$ cat src/rtl/cyct_pkg.sv
package cyct_pkg;
  localparam int CMP_W = 32;
  typedef logic [CMP_W-1:0] cmp_t;

  // low-half equality used for the match event
  function automatic logic low_match(input cmp_t cnt_low, input cmp_t cmp);
    return cnt_low == cmp;
  endfunction

  // next value of the sticky pending flag: a new match beats acknowledge
  function automatic logic pend_next(input logic pend, input logic hit, input logic ack);
    if (hit) return 1'b1;
    if (ack) return 1'b0;
    return pend;
  endfunction

  // control readback layout: bit0 enable, bit1 pending
  function automatic logic [1:0] ctrl_word(input logic en, input logic pend);
    return {pend, en};
  endfunction
endpackage

$ cat src/rtl/cyct_counter.sv
module cyct_counter #(
  parameter int CNT_W = 64
) (
  input  logic             clk,
  input  logic             rst_n,
  output logic [CNT_W-1:0] count
);
  localparam int LO_W = cyct_pkg::CMP_W;

  generate
    if (CNT_W > LO_W) begin : g_split
      localparam int HI_W = CNT_W - LO_W;
      logic [LO_W-1:0] lo_q;
      logic [HI_W-1:0] hi_q;
      logic            lo_carry;

      assign lo_carry = &lo_q;

      always_ff @(posedge clk or negedge rst_n) begin
        if (!rst_n) begin
          lo_q <= '0;
          hi_q <= '0;
        end else begin
          lo_q <= lo_q + 1'b1;
          if (lo_carry) hi_q <= hi_q + 1'b1;
        end
      end
      assign count = {hi_q, lo_q};
    end else begin : g_flat
      logic [CNT_W-1:0] c_q;
      always_ff @(posedge clk or negedge rst_n) begin
        if (!rst_n) c_q <= '0;
        else        c_q <= c_q + 1'b1;
      end
      assign count = c_q;
    end
  endgenerate
endmodule

$ cat src/rtl/cyct_compare.sv
module cyct_compare
  import cyct_pkg::*;
(
  input  logic clk,
  input  logic rst_n,
  input  logic load,
  input  cmp_t load_val,
  input  cmp_t cnt_low,
  output cmp_t cmp,
  output logic hit
);
  cmp_t cmp_q;

  always_ff @(posedge clk or negedge rst_n) begin
    if (!rst_n)    cmp_q <= '1;
    else if (load) cmp_q <= load_val;
  end

  assign cmp = cmp_q;
  assign hit = low_match(cnt_low, cmp_q);
endmodule

$ cat src/rtl/cyct_irq.sv
module cyct_irq
  import cyct_pkg::*;
(
  input  logic clk,
  input  logic rst_n,
  input  logic hit,
  input  logic ack,
  input  logic en_load,
  input  logic en_val,
  output logic pending,
  output logic enable,
  output logic irq
);
  logic pend_q, en_q;

  always_ff @(posedge clk or negedge rst_n) begin
    if (!rst_n) begin
      pend_q <= 1'b0;
      en_q   <= 1'b0;
    end else begin
      pend_q <= pend_next(pend_q, hit, ack);
      if (en_load) en_q <= en_val;
    end
  end

  assign pending = pend_q;
  assign enable  = en_q;
  assign irq     = pend_q & en_q;
endmodule

$ cat src/rtl/cyc_timer.sv
module cyc_timer #(
  parameter int CNT_W      = 64,
  parameter int ADDR_W     = 2,
  parameter int TIMER_ADDR = 0,
  parameter int CTRL_ADDR  = 1
) (
  input  logic              clk,
  input  logic              rst_n,
  input  logic [ADDR_W-1:0] addr,
  input  logic              we,
  input  logic [CNT_W-1:0]  wdata,
  output logic [CNT_W-1:0]  rdata,
  input  logic              ack,
  output logic              irq
);
  import cyct_pkg::*;

  localparam int CTRL_W = 2;

  logic [CNT_W-1:0] cnt;
  cmp_t             cnt_low;
  cmp_t             cmp;
  logic             hit;
  logic             pending;
  logic             enable;
  logic             sel_timer, sel_ctrl;
  logic             wr_cmp, wr_ctrl;

  assign sel_timer = (addr == ADDR_W'(TIMER_ADDR));
  assign sel_ctrl  = (addr == ADDR_W'(CTRL_ADDR));
  assign wr_cmp    = we & sel_timer;
  assign wr_ctrl   = we & sel_ctrl;
  assign cnt_low   = cnt[CMP_W-1:0];

  cyct_counter #(.CNT_W(CNT_W)) u_cnt (
    .clk   (clk),
    .rst_n (rst_n),
    .count (cnt)
  );

  cyct_compare u_cmp (
    .clk      (clk),
    .rst_n    (rst_n),
    .load     (wr_cmp),
    .load_val (wdata[CMP_W-1:0]),
    .cnt_low  (cnt_low),
    .cmp      (cmp),
    .hit      (hit)
  );

  cyct_irq u_irq (
    .clk     (clk),
    .rst_n   (rst_n),
    .hit     (hit),
    .ack     (ack),
    .en_load (wr_ctrl),
    .en_val  (wdata[0]),
    .pending (pending),
    .enable  (enable),
    .irq     (irq)
  );

  logic [CNT_W-1:0] ctrl_ext;
  generate
    if (CNT_W > CTRL_W) begin : g_ext
      assign ctrl_ext = {{(CNT_W-CTRL_W){1'b0}}, ctrl_word(enable, pending)};
    end else begin : g_noext
      assign ctrl_ext = ctrl_word(enable, pending);
    end
  endgenerate

  always_comb begin
    rdata = '0;
    if (sel_timer)     rdata = cnt;
    else if (sel_ctrl) rdata = ctrl_ext;
  end
endmodule

$ cat config.mk
export PLATFORM = sky130hd
export DESIGN_NAME = cyc_timer
export DESIGN_NICKNAME = d
export VERILOG_FILES = /design/src/rtl/cyct_pkg.sv /design/src/rtl/cyct_counter.sv /design/src/rtl/cyct_compare.sv /design/src/rtl/cyct_irq.sv /design/src/rtl/cyc_timer.sv
export SDC_FILE = /design/constraint.sdc
export NUM_CORES = 1
export LEC_CHECK = 0
export CAP_MARGIN = 20
export CORE_ASPECT_RATIO = 0.6
export CORE_MARGIN = 2
export CORE_UTILIZATION = 44
export DETAILED_ROUTE_END_ITERATION = 7
export GPL_TIMING_DRIVEN = 1
export PLACE_DENSITY_LB_ADDON = 0.3
export SLEW_MARGIN = 20
export SYNTH_ARGS = -nofsm -noshare
export SYNTH_HDL_FRONTEND = slang
export SYNTH_HIERARCHICAL = 1
export SYNTH_SLANG_ARGS = --single-unit
export TNS_END_PERCENT = 5
$ cat constraint.sdc
create_clock -name clk -period 2.1 [get_ports clk]
set_clock_uncertainty 0.15 [all_clocks]
set_input_delay 0.42 -clock clk [delete_from_list [all_inputs] [get_ports clk]]
set_output_delay 0.42 -clock clk [all_outputs]
set_load 0.01 [all_outputs]
; ---- Word-level counts from Yosys, hierarchy flattened
; Index checks and enable logic that the tools add are counted.
[totals]
register_bits = 98
in_bits = 70
elab_cells = 24
output_inout_bits = 65
[op_classes]
n_reduce_logical = 3
mux = 9
addsub = 2
n_eq_ne = 2
n_bitwise = 3
[ops]
columns = operator, n
row1 = $add A32 B1 Y32 const B, 2
row2 = $mux W64, 1
row3 = $eq A32 B32 Y1, 1
row4 = $reduce_and A32 Y1, 1
row5 = $mux W1, 7
row6 = $and A1 B1 Y1, 3
row7 = $eq A2 B1 Y1 const B, 1
row8 = $logic_not A2 Y1, 1
row9 = $mux W2, 1
row10 = $reduce_bool A2 Y1, 1

; ---- Depth between registers and ports, before layout
; Gate-level depths: netlist of run 1.
[depth]
word_depth = 5
depth_mapped = 7
ltp_nobuf = 6

; ---- Hierarchy
; The synthesis of run 1 kept the hierarchy.
[by_module_without_submodules]
columns = mod, seq_area_each_um2, area_each_um2, instances, cells_per_inst
row1 = cyct_counter, 1601.5, 2944.1, 1, 265
row2 = cyct_compare, 840.8, 1575.3, 1, 111
row3 = cyc_timer, 0.0, 525.5, 1, 75
row4 = cyct_irq, 50.0, 82.6, 1, 6

; ---- Worst setup path after synthesis of run 1
; No wires, ideal clock.
[synth_path]
path_type = register to register
from = register u_cnt.g_split.lo_q[0]
to = register u_cnt.g_split.hi_q[5]
setup_ps = 79
setup_slack_ps = 95
arrival_ps = 1776
required_ps = 1871
path_buffers = 1
stages_incl_launch_ff = 8
path_cell_list = dfrtp_1 ha_1 nand4_1 nor4_2 buf_4 nand3_2 nor3_1 xor2_1
[synth_between]
elab_chain_len = 1
[synth_rtl]
columns = element, line
row1 = "start, declared", cyct_counter.sv:13  ; logic [LO_W-1:0] lo_q;
row2 = "start signal, assigned", cyct_counter.sv:24  ; lo_q <= lo_q + 1'b1;
row3 = $reduce_and A32 Y1, cyct_counter.sv:17  ; assign lo_carry = &lo_q;
row4 = "end signal, assigned", cyct_counter.sv:25  ; if (lo_carry) hi_q <= hi_q + 1'b1;
row5 = "end, declared", cyct_counter.sv:14  ; logic [HI_W-1:0] hi_q;
; No other way between the ends.
; A chain may end at the register's enable or synchronous reset.

; ---- Worst setup path in the final report of run 1
[layout_path]
from = input port addr[1]
to = output port rdata[17]
[layout_between]
elab_chain_len = 2
[layout_rtl]
columns = element, line
row1 = "start, declared", cyc_timer.sv:9  ; input logic [ADDR_W-1:0] addr,
row2 = $logic_not A2 Y1, cyc_timer.sv:29  ; assign sel_timer = (addr == ADDR_W'(TIMER_ADDR));
row3 = $mux W64, cyc_timer.sv:74  ; if (sel_timer) rdata = cnt;
row4 = "end, declared", cyc_timer.sv:12  ; output logic [CNT_W-1:0] rdata,
; No other way between the ends.

==> metrics.md, run 1 <==
| Metric | Value |
|---|---|
| Status | `complete, but fails checks` |
| Failing checks | `negative setup slack` |
| Site row count | `30` |
| Sequential area share after synthesis | `48.6%` |
| Port Buf Inserts | `102` |
| Final worst slack | `-0.0114 ns` |
| Layout area overhead | `35.0%` |
| Starting Density | `45.2%` |
| Critical Path RT | `1.53 ns` |
| Slew @ Worst Pin | `0.522 ns` |
| Routed vias/inst | `4.91` |
| DRC | `0` |
| Crit Path Category | `input pin to output pin` |
| Yosys warning count | `6` |
| Hold crit path type | `flop to flop` |
| Final setup fails | `6` |
| Syn avg cell area | `11.2 um2` |
| DIE AREA | `12600 um2` |
| Pre-Repair DR Iteration Count | `4` |
| Global-route wire length before repair | `20000 um` |
| CP endpoint kind | `output pin` |
| Yosys reg bits | `98` |
| Reg-to-reg critical path endpoint | `u_cnt/g_split.hi_q[14]` |
| Vias post-DR | `3782` |
| Setup crit start | `addr[1]` |
| Overflow after GRT | `0` |
| Die H | `87.6 um` |
| Skew-Pair Late Insertion Delay | `0.34 ns` |
| Max cap viols | `0` |
| IO Pins | `135` |
| Mapped Area | `5130 um2` |
| Worst setup endpoint | `rdata[17]` |
| Tmin final | `2.11 ns` |
| Mapped Cells | `457` |
| Worst R2R Setup Slack | `0.01 ns` |
| Peak Freq | `0.474 GHz` |
| Startpoint type of the worst setup path | `input pin` |
| Unique masters post-synth | `32` |
| Max_slew headroom | `65.0%` |
| CTS Buffer Depth | `2` |
| Inserted Clock Buffers | `9` |
| PwrDens | `604 nW/um2` |
| Tcrit/Tclk final | `101%` |
| CTS tree | `yes` |
| DR WL met2 | `4940 um` |
| Tot Pwr | `4.18 mW` |
| Max H-tree Level | `3` |
| Lkg Pwr | `3.35 nW` |
| Die Width | `143 um` |
| Final nets | `677` |
| Unrepaired setup endpoints after global routing | `yes` |
| Drt first-iter violations | `179` |
| Post-DP HPWL | `9130 um` |
| Share of layout cells above drive strength 1 | `36.1%` |
| Top routing layer used | `met4` |
| Clk root buf | `clkbuf_16` |
| Slew Limit Fails | `0` |
| Number of diodes | `0` |
| FF-to-FF Start | `u_cnt/g_split.lo_q[20]` |
| Routability Congestion | `0.811` |
| All-Layer GR Usage | `20.8%` |
| Reg2Reg Depth | `6` |
| Clk sinks | `98` |
| Largest net degree at the start of global routing | `38` |
| Vias in the first global route | `3768` |
| Critical-path maximum fanout | `15` |
| M1 WL | `6670 um` |
| Critical path arrival | `1.54 ns` |
| Final Hold Fails | `0` |
| Fillers | `953` |
| Mapped Nets | `529` |
| Wire per inst | `16.3 um` |
| DRT Wirelength | `12500 um` |
| Met3 Wirelength | `837 um` |
| Core Region | `11300 um2` |
| Antenna Nets Post-Route | `0` |
| Worst slack, placed | `-0.435 ns` |
| Clock transition at the registers of the reported paths | `0.06 ns` |
| VDD IR-drop max | `0.375 mV` |
| Initial antenna violation count | `0` |
synth_stat cells:
library cell  number  share of area (%)
dfrtp_1           66                 32
xor2_1            64                 11
and2_2            42                6.1
dfstp_2           32                 16
mux2_2            31                6.8
nor2_1            31                2.3
xnor2_1           29                5.0
nand2_1           24                1.8
nand3_1           24                2.3
and2_1            23                2.8
nand4_1           18                2.2
nor3_1            12                1.2
nor4_1            11                1.3
inv_1             10               0.73
clkbuf_2           7               0.68
and3_1             4               0.49
buf_4              4               0.59
nand4_2            3               0.73
nor4_2             3               0.73
ha_1               2               0.49
mux2_1             2               0.44
mux2i_1            2               0.39
nand4_4            2               0.83
nor3_2             2               0.39
nor4_4             2               0.83
a21o_1             1               0.15
and3b_2            1               0.20
and4_1             1               0.17
mux2_4             1               0.29
nand3_2            1               0.20
nor2_4             1               0.22
or3_1              1               0.12
report_power, final:
part	switching [mW]	internal, mW
logic	0.184	0.252
registers	0.0843	2.10
clock network	0.696	0.867
how the worst min path moves through the flow:
stage	end	slack [ns]	cells past startpoint	from
3_3_place_gp	u_cnt/g_split.lo_q[8]	0.27	1	rst_n
4_1_cts	u_cnt/g_split.hi_q[31]	0.31	1	u_cnt/g_split.hi_q[31]
2_1_floorplan	u_cnt/g_split.hi_q[0]	-0.03	0	rst_n
6_report	u_cnt/g_split.hi_q[31]	0.32	1	u_cnt/g_split.hi_q[31]
5_1_grt	u_cnt/g_split.hi_q[26]	0.35	1	u_cnt/g_split.hi_q[26]
3_5_place_dp	u_cnt/g_split.lo_q[8]	0.27	1	rst_n
worst max-delay path, cell delays in order:
cell and delay (ns):
dlygate4sd2_1 0.27, nor2_4 0.14, buf_4 0.17, buf_16 0.14, and2_2 0.14, dlygate4sd2_1 0.26
state kept, by name, summed over array words and instances, names as in the netlist:
name and cells:
u_cmp/cmp 32, u_irq/enable 1, u_irq/pending 1, u_cnt/g_split.lo_q 32, u_cnt/g_split.hi_q 32
layout make-up:
type,count,area (um2),share of cell area [%]
Sequential cell,98,2500,36.1
Timing Repair Buffer,148,1290,18.7
Clock inverter,4,26.3,0.380
Tap cell,160,200,2.89
Clock buffer,12,256,3.71
Multi-Input combinational cell,338,2610,37.8
Inverter,10,37.5,0.542
metrics by stage:
| stage | area [um2] | instances | util [%] | TNS, ns | hold WS [ns] |
|---|---|---|---|---|---|
| 2_1_floorplan | 5130 | 457 | - | 0 | -0.0256 |
| 3_3_place_gp | 6620 | 745 | 58.4 | -27.83 | 0.268 |
| 3_5_place_dp | 6620 | 745 | 58.4 | -30.42 | 0.275 |
| 4_1_cts | 6890 | 766 | 60.7 | 0 | 0.313 |
| 5_1_grt | 6920 | 770 | 61.0 | -1.46 | 0.348 |
| 6_report | 6920 | 770 | 61.0 | -0.0368 | 0.315 |
metal layers:
layer	track usage, %	vias up
li1	-	1836
met1	33.3	1832
met2	29.3	106
met3	3.83	8
met4	4.37	0
met5	0	-
layout by cell type (no fill, tap or decap), drive strengths merged, types with 25 or more instances in the layout:
cell type	n
dfrtp	66
and2	65
xor2	64
buf	46
clkbuf	37
clkdlybuf4s50	35
mux2	34
dfstp	32
nor2	32
xnor2	29
dlygate4sd2	27
nand3	25
repair_timing:
item,4_1_cts,5_1_grt
setup buffers,3,3
cloned,1,1
hold buffers,1,0
endpoints found under the hold margin,11,0
resized for setup,69,81
setup endpoints to repair,65,98
pin swaps,1,2
logic make-up after synthesis:
logic type / count (synthesis) / synth area share (%)
fa+ha+maj: 2 / 0.488
simple gates: 206 / 24.9
mux: 36 / 7.93
buf+inv: 21 / 2.00
compound gates: 1 / 0.146
xor+xnor: 93 / 15.9
flops: 98 / 48.6
(Power assumes the default switching activity.)
==> run 2: changes to the inputs <==
- CTS_BUF_LIST: unset -> sky130_fd_sc_hd__clkbuf_4 sky130_fd_sc_hd__clkbuf_8 sky130_fd_sc_hd__clkbuf_16
- SLEW_MARGIN: 20 -> unset
==> metrics.md, run 2 (synthesized netlist as in run 1, its figures left out) <==
| Metric | Value |
|---|---|
| Clk sinks | `98 (unchanged)` |
| Initial antenna violation count | `0 (unchanged)` |
| Slew Limit Fails | `0 (unchanged)` |
| Inserted Clock Buffers | `9 (unchanged)` |
| Reg-to-reg critical path endpoint | `u_cnt/g_split.hi_q[14] (unchanged)` |
| Placement Cell Area | `6620 um2 (unchanged)` |
| Critical-path maximum fanout | `15 (unchanged)` |
| Max_slew headroom | `65.0% (unchanged)` |
| Crit Path Category | `input pin to output pin (unchanged)` |
| Core Region | `11300 um2 (unchanged)` |
| Antenna Nets Post-Route | `0 (unchanged)` |
| DIE AREA | `12600 um2 (unchanged)` |
| Final setup fails | `6 (unchanged)` |
| Slew @ Worst Pin | `0.522 ns (unchanged)` |
| Final Hold Fails | `0 (unchanged)` |
| Area of the multi-input gates | `2610 um2 (unchanged)` |
| Global-route wire length before repair | `20000 um (unchanged)` |
| Critical Path RT | `1.53 ns (about the same)` |
| Combinational share of power | `10.4% (about the same)` |
| Final nets | `677 (unchanged)` |
| Internal power | `3.23 mW (was 3.21 mW)` |
| Top routing layer used | `met4 (unchanged)` |
| Pre-Repair DR Iteration Count | `4 (unchanged)` |
| All-Layer GR Usage | `20.8% (unchanged)` |
| CTS Buffer Depth | `2 (unchanged)` |
| Unrepaired setup endpoints after global routing | `yes (unchanged)` |
| Largest net degree at the start of global routing | `38 (unchanged)` |
| Critical path arrival | `1.54 ns (about the same)` |
| Met3 Wirelength | `837 um (unchanged)` |
| Sw Pwr | `965 uW (was 964 uW)` |
| FF/Latch Area | `2500 um2 (unchanged)` |
| CP endpoint kind | `output pin (unchanged)` |
| Lkg Pwr | `3.35 nW (about the same)` |
| Reg2Reg Depth | `6 (unchanged)` |
| Clk root buf | `clkbuf_16 (unchanged)` |
| Power share of the clock group | `37.6% (was 37.4%)` |
| Vias post-DR | `3782 (unchanged)` |
| IO Pins | `135 (unchanged)` |
| VDD IR-drop max | `0.375 mV (about the same)` |
| Routed vias/inst | `4.91 (unchanged)` |
| Status | `complete, but fails checks (unchanged)` |
| Overflow after GRT | `0 (unchanged)` |
| Post-DP HPWL | `9130 um (unchanged)` |
| Tmin final | `2.11 ns (unchanged)` |
| Final instance area | `6920 um2 (about the same)` |
| Hold crit path type | `flop to flop (unchanged)` |
| Switch share | `23.0% (was 23.1%)` |
| CTS tree | `yes (unchanged)` |
| Vias in the first global route | `3768 (unchanged)` |
| FF-to-FF Start | `u_cnt/g_split.lo_q[20] (unchanged)` |
| M1 WL | `6670 um (about the same)` |
| Most frequent cells in the layout | `xor2_1, dfrtp_1, and2_2 (unchanged)` |
| Drt first-iter violations | `179 (unchanged)` |
| Final worst slack | `-0.0114 ns (unchanged)` |
| Max H-tree Level | `3 (unchanged)` |
| Peak Freq | `0.474 GHz (unchanged)` |
| Worst R2R Setup Slack | `0.01 ns (about the same)` |
| Clock transition at the registers of the reported paths | `0.06 ns (about the same)` |
| Share of layout cells above drive strength 1 | `36.2% (was 36.1%)` |
| Flop pwr share | `52.0% (was 52.2%)` |
| Worst hold start | `u_cnt/g_split.hi_q[31] (unchanged)` |
| Routability Congestion | `0.811 (unchanged)` |
| Layout area overhead | `35.0% (about the same)` |
| Max cap viols | `0 (unchanged)` |
| Hold Path Depth | `1 (unchanged)` |
| Skew-Pair Late Insertion Delay | `0.34 ns (about the same)` |
| Startpoint type of the worst setup path | `input pin (unchanged)` |
| Tot Pwr | `4.19 mW (was 4.18 mW)` |
| Die H | `87.6 um (unchanged)` |
| Number of diodes | `0 (unchanged)` |
| DRC | `0 (unchanged)` |
| Failing checks | `negative setup slack (unchanged)` |
| DRT Wirelength | `12500 um (unchanged)` |
| Fillers | `953 (unchanged)` |
| Starting Density | `45.2% (unchanged)` |
| Die Width | `143 um (unchanged)` |
| Wire per inst | `16.3 um (unchanged)` |
| DR WL met2 | `4940 um (unchanged)` |
| Commonest non-fill, non-tap cell in the layout | `xor2_1 (unchanged)` |
| Tcrit/Tclk final | `101% (unchanged)` |
| Hold worst-path end | `u_cnt/g_split.hi_q[31] (unchanged)` |
| PwrDens | `605 nW/um2 (was 604 nW/um2)` |
| Site row count | `30 (unchanged)` |
| Post-route setup TNS | `-0.0368 ns (unchanged)` |
| Port Buf Inserts | `102 (unchanged)` |
run 2: stage by stage:
stage	setup slack, ns	hold slack (ns)	instances	utilization (%)
6_report	-0.0114	0.315	770	61.1
3_5_place_dp	-0.435	0.275	745	58.4
3_3_place_gp	-0.409	0.268	745	58.4
5_1_grt	-0.0613	0.348	770	61.1
4_1_cts	0.00249	0.313	766	60.8
2_1_floorplan	0.0946	-0.0256	457	-
run 2: worst max-delay path, stage by stage:
cell and delay, ns:
dlygate4sd2_1 0.27, nor2_4 0.14, buf_4 0.17, buf_16 0.14
and2_2 0.14, dlygate4sd2_1 0.26
run 2: worst max-delay path by stage:
stage / depth (start not counted) / start / slack [ns] / end
3_3_place_gp: 5 / addr[0] / -0.41 / rdata[25]
6_report: 6 / addr[1] / -0.01 / rdata[17]
3_5_place_dp: 5 / addr[0] / -0.43 / rdata[16]
4_1_cts: 7 / u_cnt/g_split.lo_q[1] / 0.002 / u_cnt/g_split.hi_q[14]
2_1_floorplan: 7 / u_cnt/g_split.lo_q[0] / 0.09 / u_cnt/g_split.hi_q[5]
5_1_grt: 6 / u_cnt/g_split.lo_q[20] / -0.06 / u_cnt/g_split.hi_q[31]
run 2: area by class of cell:
class | count | share of cell area (%)
Clock buffer | 12 | 3.76
Clock inverter | 4 | 0.379
Inverter | 10 | 0.542
Multi-Input combinational cell | 338 | 37.7
Sequential cell | 98 | 36.0
Tap cell | 160 | 2.89
Timing Repair Buffer | 148 | 18.6
run 2: power by group through the flow:
| stage | clock network (mW) | logic (mW) | registers (mW) |
|---|---|---|---|
| after floorplan | 0 | 0.231 | 2.19 |
| after global placement | 0 | 0.416 | 2.21 |
| after detailed placement | 0 | 0.425 | 2.22 |
| after CTS | 1.61 | 0.439 | 2.18 |
| after global routing | 1.69 | 0.478 | 2.20 |
| final | 1.58 | 0.436 | 2.18 |
run 2: layer usage:
layer | global-route usage (%) | vias up
li1 | - | 1836
met5 | 0 | -
met2 | 29.3 | 106
met1 | 33.3 | 1832
met3 | 3.83 | 8
met4 | 4.37 | 0
run 2: repair_timing:
action                     CTS  global route
hold buffers                 1             0
resized for setup           69            81
buffers inserted             3             3
setup endpoints to repair   65            98
hold endpoints to repair    11             0
cloned                       1             1
pin swaps                    1             2
